<file path="src/rtl/serial_rx_pkg.sv">
`timescale 1ns/1ps
// Shared types for the serial receiver: queue entry layout and framer phases.
package serial_rx_pkg;

    localparam int DATA_W = 8;
    localparam int CHAR_MAX = DATA_W + 1;

    // One stored character with its status bits.
    typedef struct packed {
        logic [DATA_W-1:0] data;
        logic              bit8;
        logic              perr;
        logic              ferr;
        logic              ovr;
    } rx_entry_t;

    typedef enum logic [2:0] {
        PH_IDLE,
        PH_START,
        PH_DATA,
        PH_PARITY,
        PH_STOP
    } rx_phase_e;

endpackage

</file>
<file path="src/rtl/serial_rx_framer.sv">
`timescale 1ns/1ps
// Frame recovery: detects a start edge, votes each bit from three strobes
// around its centre, collects data and parity, checks the first stop bit and
// emits a one-cycle push with the completed entry.
// Assumes rxd_i is already synchronised and tick_i is a one-cycle strobe.
module serial_rx_framer
    import serial_rx_pkg::*;
#(
    parameter int OSR_NORMAL = 16,
    parameter int OSR_DOUBLE = 8
) (
    input  logic      clk,
    input  logic      rst_n,
    input  logic      en_i,
    input  logic      tick_i,
    input  logic      rxd_i,
    input  logic      dbl_i,
    input  logic [1:0] size_sel_i,
    input  logic      ninth_en_i,
    input  logic [1:0] par_mode_i,
    output logic      push_o,
    output rx_entry_t entry_o
);

    localparam int CNT_W = $clog2(OSR_NORMAL);
    localparam int IDX_W = $clog2(CHAR_MAX);

    rx_phase_e           phase;
    logic [CNT_W-1:0]    cnt;
    logic [CNT_W-1:0]    cnt_n;
    logic [CNT_W-1:0]    last_pt;
    logic [CNT_W-1:0]    vote_pt;
    logic [IDX_W-1:0]    bit_idx;
    logic [IDX_W-1:0]    last_bit;
    logic [1:0]          win;
    logic                prev;
    logic [CHAR_MAX-1:0] shreg;
    logic                par_acc;
    logic                perr_q;
    logic                vote;
    logic                at_vote;
    logic                at_wrap;

    // Per-bit sample positions for the selected rate and the index of the final data bit.
    always_comb begin
        last_pt  = dbl_i ? CNT_W'(OSR_DOUBLE - 1) : CNT_W'(OSR_NORMAL - 1);
        vote_pt  = dbl_i ? CNT_W'(OSR_DOUBLE / 2 + 1) : CNT_W'(OSR_NORMAL / 2 + 1);
        last_bit = ninth_en_i ? IDX_W'(CHAR_MAX - 1) : IDX_W'(size_sel_i) + IDX_W'(4);
        cnt_n    = (cnt == last_pt) ? '0 : cnt + 1'b1;
        at_vote  = (cnt_n == vote_pt);
        at_wrap  = (cnt == last_pt);
        vote     = (win[1] & win[0]) | (win[1] & rxd_i) | (win[0] & rxd_i);
    end

    // Frame sequencer: advances one step per strobe and issues the push.
    always_ff @(posedge clk) begin
        if (!rst_n) begin
            phase   <= PH_IDLE;
            cnt     <= '0;
            bit_idx <= '0;
            win     <= 2'b11;
            prev    <= 1'b1;
            shreg   <= '0;
            par_acc <= 1'b0;
            perr_q  <= 1'b0;
            push_o  <= 1'b0;
            entry_o <= '0;
        end else begin
            push_o <= 1'b0;
            if (!en_i) begin
                phase <= PH_IDLE;
                prev  <= 1'b1;
            end else if (tick_i) begin
                win  <= {win[0], rxd_i};
                prev <= rxd_i;
                if (phase != PH_IDLE) begin
                    cnt <= cnt_n;
                end
                case (phase)
                    PH_IDLE: begin
                        if (prev && !rxd_i) begin
                            phase   <= PH_START;
                            cnt     <= '0;
                            shreg   <= '0;
                            par_acc <= 1'b0;
                            perr_q  <= 1'b0;
                        end
                    end
                    PH_START: begin
                        if (at_vote && vote) begin
                            phase <= PH_IDLE;
                        end else if (at_wrap) begin
                            phase   <= PH_DATA;
                            bit_idx <= '0;
                        end
                    end
                    PH_DATA: begin
                        if (at_vote) begin
                            for (int i = 0; i < CHAR_MAX; i++) begin
                                if (bit_idx == IDX_W'(i)) begin
                                    shreg[i] <= vote;
                                end
                            end
                            par_acc <= par_acc ^ vote;
                        end
                        if (at_wrap) begin
                            if (bit_idx == last_bit) begin
                                phase <= par_mode_i[1] ? PH_PARITY : PH_STOP;
                            end else begin
                                bit_idx <= bit_idx + 1'b1;
                            end
                        end
                    end
                    PH_PARITY: begin
                        if (at_vote) begin
                            perr_q <= par_acc ^ vote ^ par_mode_i[0];
                        end
                        if (at_wrap) begin
                            phase <= PH_STOP;
                        end
                    end
                    PH_STOP: begin
                        if (at_vote) begin
                            push_o        <= 1'b1;
                            entry_o.data  <= shreg[DATA_W-1:0];
                            entry_o.bit8  <= shreg[CHAR_MAX-1];
                            entry_o.perr  <= perr_q;
                            entry_o.ferr  <= ~vote;
                            entry_o.ovr   <= 1'b0;
                            phase         <= PH_IDLE;
                        end
                    end
                    default: phase <= PH_IDLE;
                endcase
            end
        end
    end

endmodule

</file>
<file path="src/rtl/serial_rx_queue.sv">
`timescale 1ns/1ps
// Shifting character queue: head is always slot 0, new entries land behind
// the occupied slots. A push into a full queue is dropped and marks the
// newest stored entry. Assumes push and pop are one-cycle strobes.
module serial_rx_queue
    import serial_rx_pkg::*;
#(
    parameter int DEPTH = 2
) (
    input  logic      clk,
    input  logic      rst_n,
    input  logic      push_i,
    input  rx_entry_t din_i,
    input  logic      pop_i,
    output rx_entry_t head_o,
    output logic      not_empty_o
);

    localparam int CW = $clog2(DEPTH + 1);

    rx_entry_t        mem   [DEPTH];
    rx_entry_t        mem_n [DEPTH];
    logic [CW-1:0]    count;
    logic [CW-1:0]    count_n;

    // Next queue contents: pop first, then place or drop the incoming entry.
    always_comb begin
        for (int i = 0; i < DEPTH; i++) begin
            mem_n[i] = mem[i];
        end
        count_n = count;
        if (pop_i && (count != '0)) begin
            for (int i = 0; i < DEPTH - 1; i++) begin
                mem_n[i] = mem[i+1];
            end
            mem_n[DEPTH-1] = '0;
            count_n = count - 1'b1;
        end
        if (push_i) begin
            if (count_n < CW'(DEPTH)) begin
                for (int i = 0; i < DEPTH; i++) begin
                    if (count_n == CW'(i)) begin
                        mem_n[i] = din_i;
                    end
                end
                count_n = count_n + 1'b1;
            end else begin
                mem_n[DEPTH-1].ovr = 1'b1;
            end
        end
    end

    // Storage and occupancy registers.
    always_ff @(posedge clk) begin
        if (!rst_n) begin
            for (int i = 0; i < DEPTH; i++) begin
                mem[i] <= '0;
            end
            count <= '0;
        end else begin
            for (int i = 0; i < DEPTH; i++) begin
                mem[i] <= mem_n[i];
            end
            count <= count_n;
        end
    end

    assign head_o      = mem[0];
    assign not_empty_o = (count != '0);

endmodule

</file>
<file path="src/rtl/serial_rx_wake.sv">
`timescale 1ns/1ps
// Line-low wake detector: a sticky flag set by a low line while the
// low-power state is active, cleared by a strobe. Set wins over clear.
module serial_rx_wake (
    input  logic clk,
    input  logic rst_n,
    input  logic rxd_i,
    input  logic stop_mode_i,
    input  logic clr_i,
    output logic wake_o
);

    // Sticky wake flag.
    always_ff @(posedge clk) begin
        if (!rst_n) begin
            wake_o <= 1'b0;
        end else begin
            wake_o <= (wake_o & ~clr_i) | (stop_mode_i & ~rxd_i);
        end
    end

endmodule

</file>
<file path="src/rtl/serial_rx_top.sv">
`timescale 1ns/1ps
// Serial receiver top: input synchroniser, frame recovery, two-entry
// character queue, wake detector and interrupt combine.
// Assumes sample_tick_i comes from an external strobe generator.
module serial_rx_top
    import serial_rx_pkg::*;
#(
    parameter int OSR_NORMAL  = 16,
    parameter int OSR_DOUBLE  = 8,
    parameter int QDEPTH      = 2,
    parameter int SYNC_STAGES = 2
) (
    input  logic       clk,
    input  logic       rst_n,
    input  logic       rxd_i,
    input  logic       sample_tick_i,
    input  logic       rx_en_i,
    input  logic       dbl_speed_i,
    input  logic [1:0] size_sel_i,
    input  logic       ninth_en_i,
    input  logic [1:0] par_mode_i,
    input  logic       rd_pop_i,
    input  logic       stop_mode_i,
    input  logic       wake_clr_i,
    input  logic       rxc_ie_i,
    input  logic       wake_ie_i,
    output logic [7:0] rd_data_o,
    output logic       rd_bit8_o,
    output logic       rd_perr_o,
    output logic       rd_ferr_o,
    output logic       rd_ovr_o,
    output logic       rxc_o,
    output logic       wake_o,
    output logic       irq_o
);

    logic [SYNC_STAGES-1:0] sync_q;
    logic                   rxd_s;
    logic                   frm_push;
    rx_entry_t              frm_entry;
    rx_entry_t              head;

    // Metastability chain on the asynchronous line, idles high.
    always_ff @(posedge clk) begin
        if (!rst_n) begin
            sync_q <= '1;
        end else begin
            sync_q <= {sync_q[SYNC_STAGES-2:0], rxd_i};
        end
    end
    assign rxd_s = sync_q[SYNC_STAGES-1];

    serial_rx_framer #(
        .OSR_NORMAL (OSR_NORMAL),
        .OSR_DOUBLE (OSR_DOUBLE)
    ) u_framer (
        .clk        (clk),
        .rst_n      (rst_n),
        .en_i       (rx_en_i),
        .tick_i     (sample_tick_i),
        .rxd_i      (rxd_s),
        .dbl_i      (dbl_speed_i),
        .size_sel_i (size_sel_i),
        .ninth_en_i (ninth_en_i),
        .par_mode_i (par_mode_i),
        .push_o     (frm_push),
        .entry_o    (frm_entry)
    );

    serial_rx_queue #(
        .DEPTH (QDEPTH)
    ) u_queue (
        .clk         (clk),
        .rst_n       (rst_n),
        .push_i      (frm_push),
        .din_i       (frm_entry),
        .pop_i       (rd_pop_i),
        .head_o      (head),
        .not_empty_o (rxc_o)
    );

    serial_rx_wake u_wake (
        .clk         (clk),
        .rst_n       (rst_n),
        .rxd_i       (rxd_s),
        .stop_mode_i (stop_mode_i),
        .clr_i       (wake_clr_i),
        .wake_o      (wake_o)
    );

    assign rd_data_o = head.data;
    assign rd_bit8_o = head.bit8;
    assign rd_perr_o = head.perr;
    assign rd_ferr_o = head.ferr;
    assign rd_ovr_o  = head.ovr;
    assign irq_o     = (rxc_o & rxc_ie_i) | (wake_o & wake_ie_i);

endmodule

</file>
<file path="config.mk">
export PLATFORM = sky130hd
export DESIGN_NAME = serial_rx_top
export DESIGN_NICKNAME = d
export VERILOG_FILES = /design/src/rtl/serial_rx_pkg.sv /design/src/rtl/serial_rx_framer.sv /design/src/rtl/serial_rx_queue.sv /design/src/rtl/serial_rx_wake.sv /design/src/rtl/serial_rx_top.sv
export SDC_FILE = /design/constraint.sdc
export NUM_CORES = 1
export LEC_CHECK = 0
export BUFFER_PORTS_ARGS = -buffer_cell sky130_fd_sc_hd__clkbuf_2
export CAP_MARGIN = 20
export CORE_UTILIZATION = 35
export DETAILED_ROUTE_END_ITERATION = 6
export SYNTH_ARGS = -nofsm -noshare
export SYNTH_HDL_FRONTEND = slang
export SYNTH_SLANG_ARGS = --single-unit
</file>
<file path="constraint.sdc">
create_clock -name clk -period 2.1 [get_ports clk]
set_input_delay 0 -clock clk [delete_from_list [all_inputs] [get_ports clk]]
set_output_delay 0 -clock clk [all_outputs]
set_load 0.01 [all_outputs]
</file>
==> out/qor.txt <==
Synthesized Nets: 403
Post-synthesis compound-gate area fraction: 21.09%
Initial Util: 36.24%
Lkg Pwr: 0.001774 uW
Crit path max fanout: 11
Synth async-reset ratio: 0%
Post-synthesis cell area: 3364 um2
Cell Rows: 35
CTS max path bufs: 2
DP HPWL: 4956 um
RSZ-0062 raised after global routing: true
Ant diodes: 0
Placed Area: 3746 um2
Capture point of the worst reg-to-reg path: u_queue.mem[0][13]$_SDFF_PN0_
Gr usage total: 15.34%
Top post-synthesis cells by area: dfxtp_1, mux2i_1, nand2_1
Fin Hold WS: 0.02046 ns
Yosys warns: 0
Reg-to-reg startpoint: u_queue.count[0]$_SDFF_PN0_
First-pass GRT wire length: 12,430 um
Yosys cell types: 58
Fin area: 4118 um2
CP startpoint kind: flip-flop
CTS tree: done
Clock latency on the worst-skew pair: 0.34 ns
Synth Area in Adders: 4.016%
Reg2Reg Setup Slack: 0.15 ns
Dominant cell type by area after synthesis: dfxtp_1
Max_cap viols: 0
Vias in the first global route: 2,620
Startpoint of the worst hold path: par_mode_i[1]
Max-slew headroom: 65.36%
Xor and xnor area share after synthesis: 1.562%
Worst vdd ir: 0.0003080 V
Post-synth EDFFs: 0
Crit path DAT: 2.20 ns
Share of cells above drive strength 1: 22.70%
Wire length per cell: 13.24 um
Simple-gate share of the synthesized area: 19.49%
Slowest CP cell: dfxtp_1
Pwr dens: 654.7 nW/um2
Switching portion of total power: 24.56%
Vias/cell: 5.098
Initial drt markers: 153
Crit path buffers/inverters: 3
R2R depth: 10
Initial antenna violation count: 0
Root Driver: clkbuf_8
Avg Cell Area, Syn: 8.924 um2
Internal Pwr Total: 2034 uW
Core area: 9284 um2
Congestion Overflow GR: 0
Post-synthesis mux area share: 7.772%
Reg clk slew, reported paths: 0.08 ns
Hold endpoint: u_framer.phase[2]$_SDFFE_PN0P_
GPL Wtd Cong: 0.8381
Top_reg_cell synth: dfxtp_1
I/O Buffers: 30
Main combinational cell family by area after synthesis: compound AO/OA/AOI/OAI gates
Die H: 100.0 um
Cell Chain, Critical Path: inv_1, ha_1, nand2b_2, o21ai_1, inv_2, ha_1, nand3_1, buf_12, nand3_1, a21boi_0
H-tree levels: 3
Min Clock Period, post-route: 1.950 ns
Min-Delay Path Class: in2reg
Via count: 2,814
Largest net degree at the start of global routing: 30
Fin. max-slew vios: 0
Die X: 100.0 um
Worst hold stages: 3
Crit end category: flip-flop
Top Ports: 31
CP required: 2.35 ns
Gate Count Post-Synth: 377
Layout area overhead: 22.39%
FF+latch count, synth: 66
Setup bufs post-CTS: 0
Setup violators final: 0
Setup Crit Path Kind: reg2reg
Combinational share of power: 8.0%
CTS sink count: 66
Max incr delay on CP: 0.31 ns
1st-pass router iterations: 4
Final Cycle Share: 92.86%
Yosys top cell area share: 39.27%
Pwr Total: 2696 uW
Final ANT Viol Nets: 0
Clk pwr share: 45.1%
Switching power: 662.3 uW
Clk_skew: 0.005773 ns
Final wirelength: 7311 um
Remaining DRCs: 0
Seq/Total Area, Yosys: 39.27%
Total die area: 10,010 um2
Layout Nets: 444
Actual slew at the worst max-slew pin: 0.5154 ns
Fmax: 512.8 MHz
Reg power frac: 46.9%
TritonCTS Buffers: 9
Final Hold Fails: 0
Status: finished clean
Critical path's top delay family: adder cells
==> synthesized netlist by cell type (all sizes together), types with 3 or more instances <==
| cell | n |
|---|---|
| buf | 15 |
| mux2i | 25 |
| o31ai | 4 |
| nor2b | 16 |
| ha | 10 |
| inv | 19 |
| dfxtp | 66 |
| nand2 | 41 |
| xor2 | 4 |
| o211ai | 11 |
| nand3b | 3 |
| nor3 | 3 |
| o21ai | 11 |
| nand3 | 22 |
| o211a | 13 |
| o41ai | 7 |
| nor2 | 14 |
| nor4 | 3 |
| nand2b | 5 |
| clkbuf | 17 |
| a21boi | 13 |
| and2 | 4 |
| a311oi | 3 |
| a21oi | 17 |
| and3 | 6 |
==> kinds of logic (layout without fill, tap and decap cells) <==
logic type                 after synthesis  in the layout
muxes                                   26             26
AOI/OAI and AO/OA                       92             93
adders and majority gates               11             11
DFF                                     66             66
buffers and inverters                   51             96
xor gates and xnor gates                 6              6
and+or+nand+nor                        125            125
==> timing repair <==
| item | CTS | global route |
|---|---|---|
| pin swaps | 1 | 3 |
| gates resized for setup | 2 | 14 |
| hold buffers | 6 | 0 |
| gates cloned | 0 | 1 |
| endpoints found under the hold margin | 4 | 0 |
| endpoints found under the setup margin | 11 | 35 |
==> placed cells by master, fill, tap and decap left out, types with 3 or more instances in the layout <==
master / instances
a21boi_0: 7
a21boi_1: 6
a21oi_1: 15
and2_1: 4
and3_1: 6
buf_12: 3
buf_4: 22
clkbuf_2: 30
clkbuf_8: 9
dfxtp_1: 64
dlygate4sd3_1: 6
ha_1: 9
inv_1: 17
inv_6: 3
mux2i_1: 25
nand2_1: 41
nand2b_1: 3
nand3_1: 22
nand3b_1: 3
nor2_1: 14
nor2b_1: 16
o211a_1: 13
o211ai_1: 10
o21ai_0: 8
o31ai_1: 4
o41ai_1: 7
xor2_1: 4
==> sequential cells by signal (all words and copies together) (netlist names) <==
register / count
u_framer.phase: 3
u_queue.count: 2
u_framer.win: 2
sync_q: 2
u_framer.prev: 1
u_framer.cnt: 4
u_framer.bit_idx: 4
u_framer.entry_o: 11
u_queue.mem: 24
u_framer.shreg: 9
u_framer.par_acc: 1
u_framer.push_o: 1
u_wake.wake_o: 1
u_framer.perr_q: 1
==> worst max-delay path by stage <==
stage	end	slack, ns	start	cells after the start
after floorplan	u_queue.mem[0][10]$_SDFF_PN0_	0.01	u_queue.count[0]$_SDFF_PN0_	11
after global placement	u_framer.par_acc$_SDFFE_PN0P_	0.04	u_framer.cnt[0]$_SDFFE_PN0P_	7
after detailed placement	u_framer.par_acc$_SDFFE_PN0P_	-0.06	u_framer.cnt[1]$_SDFFE_PN0P_	7
after CTS	u_framer.phase[2]$_SDFFE_PN0P_	0.003	u_framer.cnt[1]$_SDFFE_PN0P_	7
after global routing	u_queue.mem[0][13]$_SDFF_PN0_	-0.05	u_queue.count[0]$_SDFF_PN0_	10
final	u_queue.mem[0][13]$_SDFF_PN0_	0.15	u_queue.count[0]$_SDFF_PN0_	10
==> tightest hold or removal path, delay by kind of cell <==
| kind | cells | cell delay, ns |
|---|---|---|
| AOI/OAI and AO/OA | 2 | 0.20 |
| buffers and inverters | 1 | 0.12 |
==> layer usage <==
| layer | track usage (%) | wire length, um | part of all wire (%) |
|---|---|---|---|
| met4 | 4.682 | 74 | 1.0 |
| met5 | 0 | 0 | 0 |
| met1 | 21.14 | 3611 | 49 |
| met3 | 3.203 | 260 | 3.6 |
| met2 | 24.14 | 3365 | 46 |
==> power groups by stage <==
stage / logic, uW / registers [uW] / clock network, uW
after CTS: 209 / 1270 / 1250
final: 216 / 1270 / 1210
after detailed placement: 201 / 1290 / 0
after global routing: 241 / 1270 / 1310
after global placement: 197 / 1290 / 0
after floorplan: 138 / 1290 / 0
==> stage by stage <==
step | util, % | TNS (ns) | setup slack (ns) | std cells
after floorplan | - | 0 | 0.01089 | 377
after global placement | 40.35 | 0 | 0.04221 | 529
after detailed placement | 40.35 | -0.1694 | -0.06042 | 529
after CTS | 43.53 | 0 | 0.003201 | 551
after global routing | 44.35 | -0.05871 | -0.04851 | 552
final | 44.35 | 0 | 0.1499 | 552
==> area by class of cell <==
cell class / instances / area (um2)
Sequential cell: 66 / 1324
Clock buffer: 9 / 123.9
Inverter: 19 / 71.32
Clock inverter: 7 / 100.1
Tap cell: 129 / 161.4
Timing Repair Buffer: 61 / 435.4
Fill cell: 932 / 5166
Multi-Input combinational cell: 261 / 1902
Note: power is estimated with default switching activity, not from simulation.
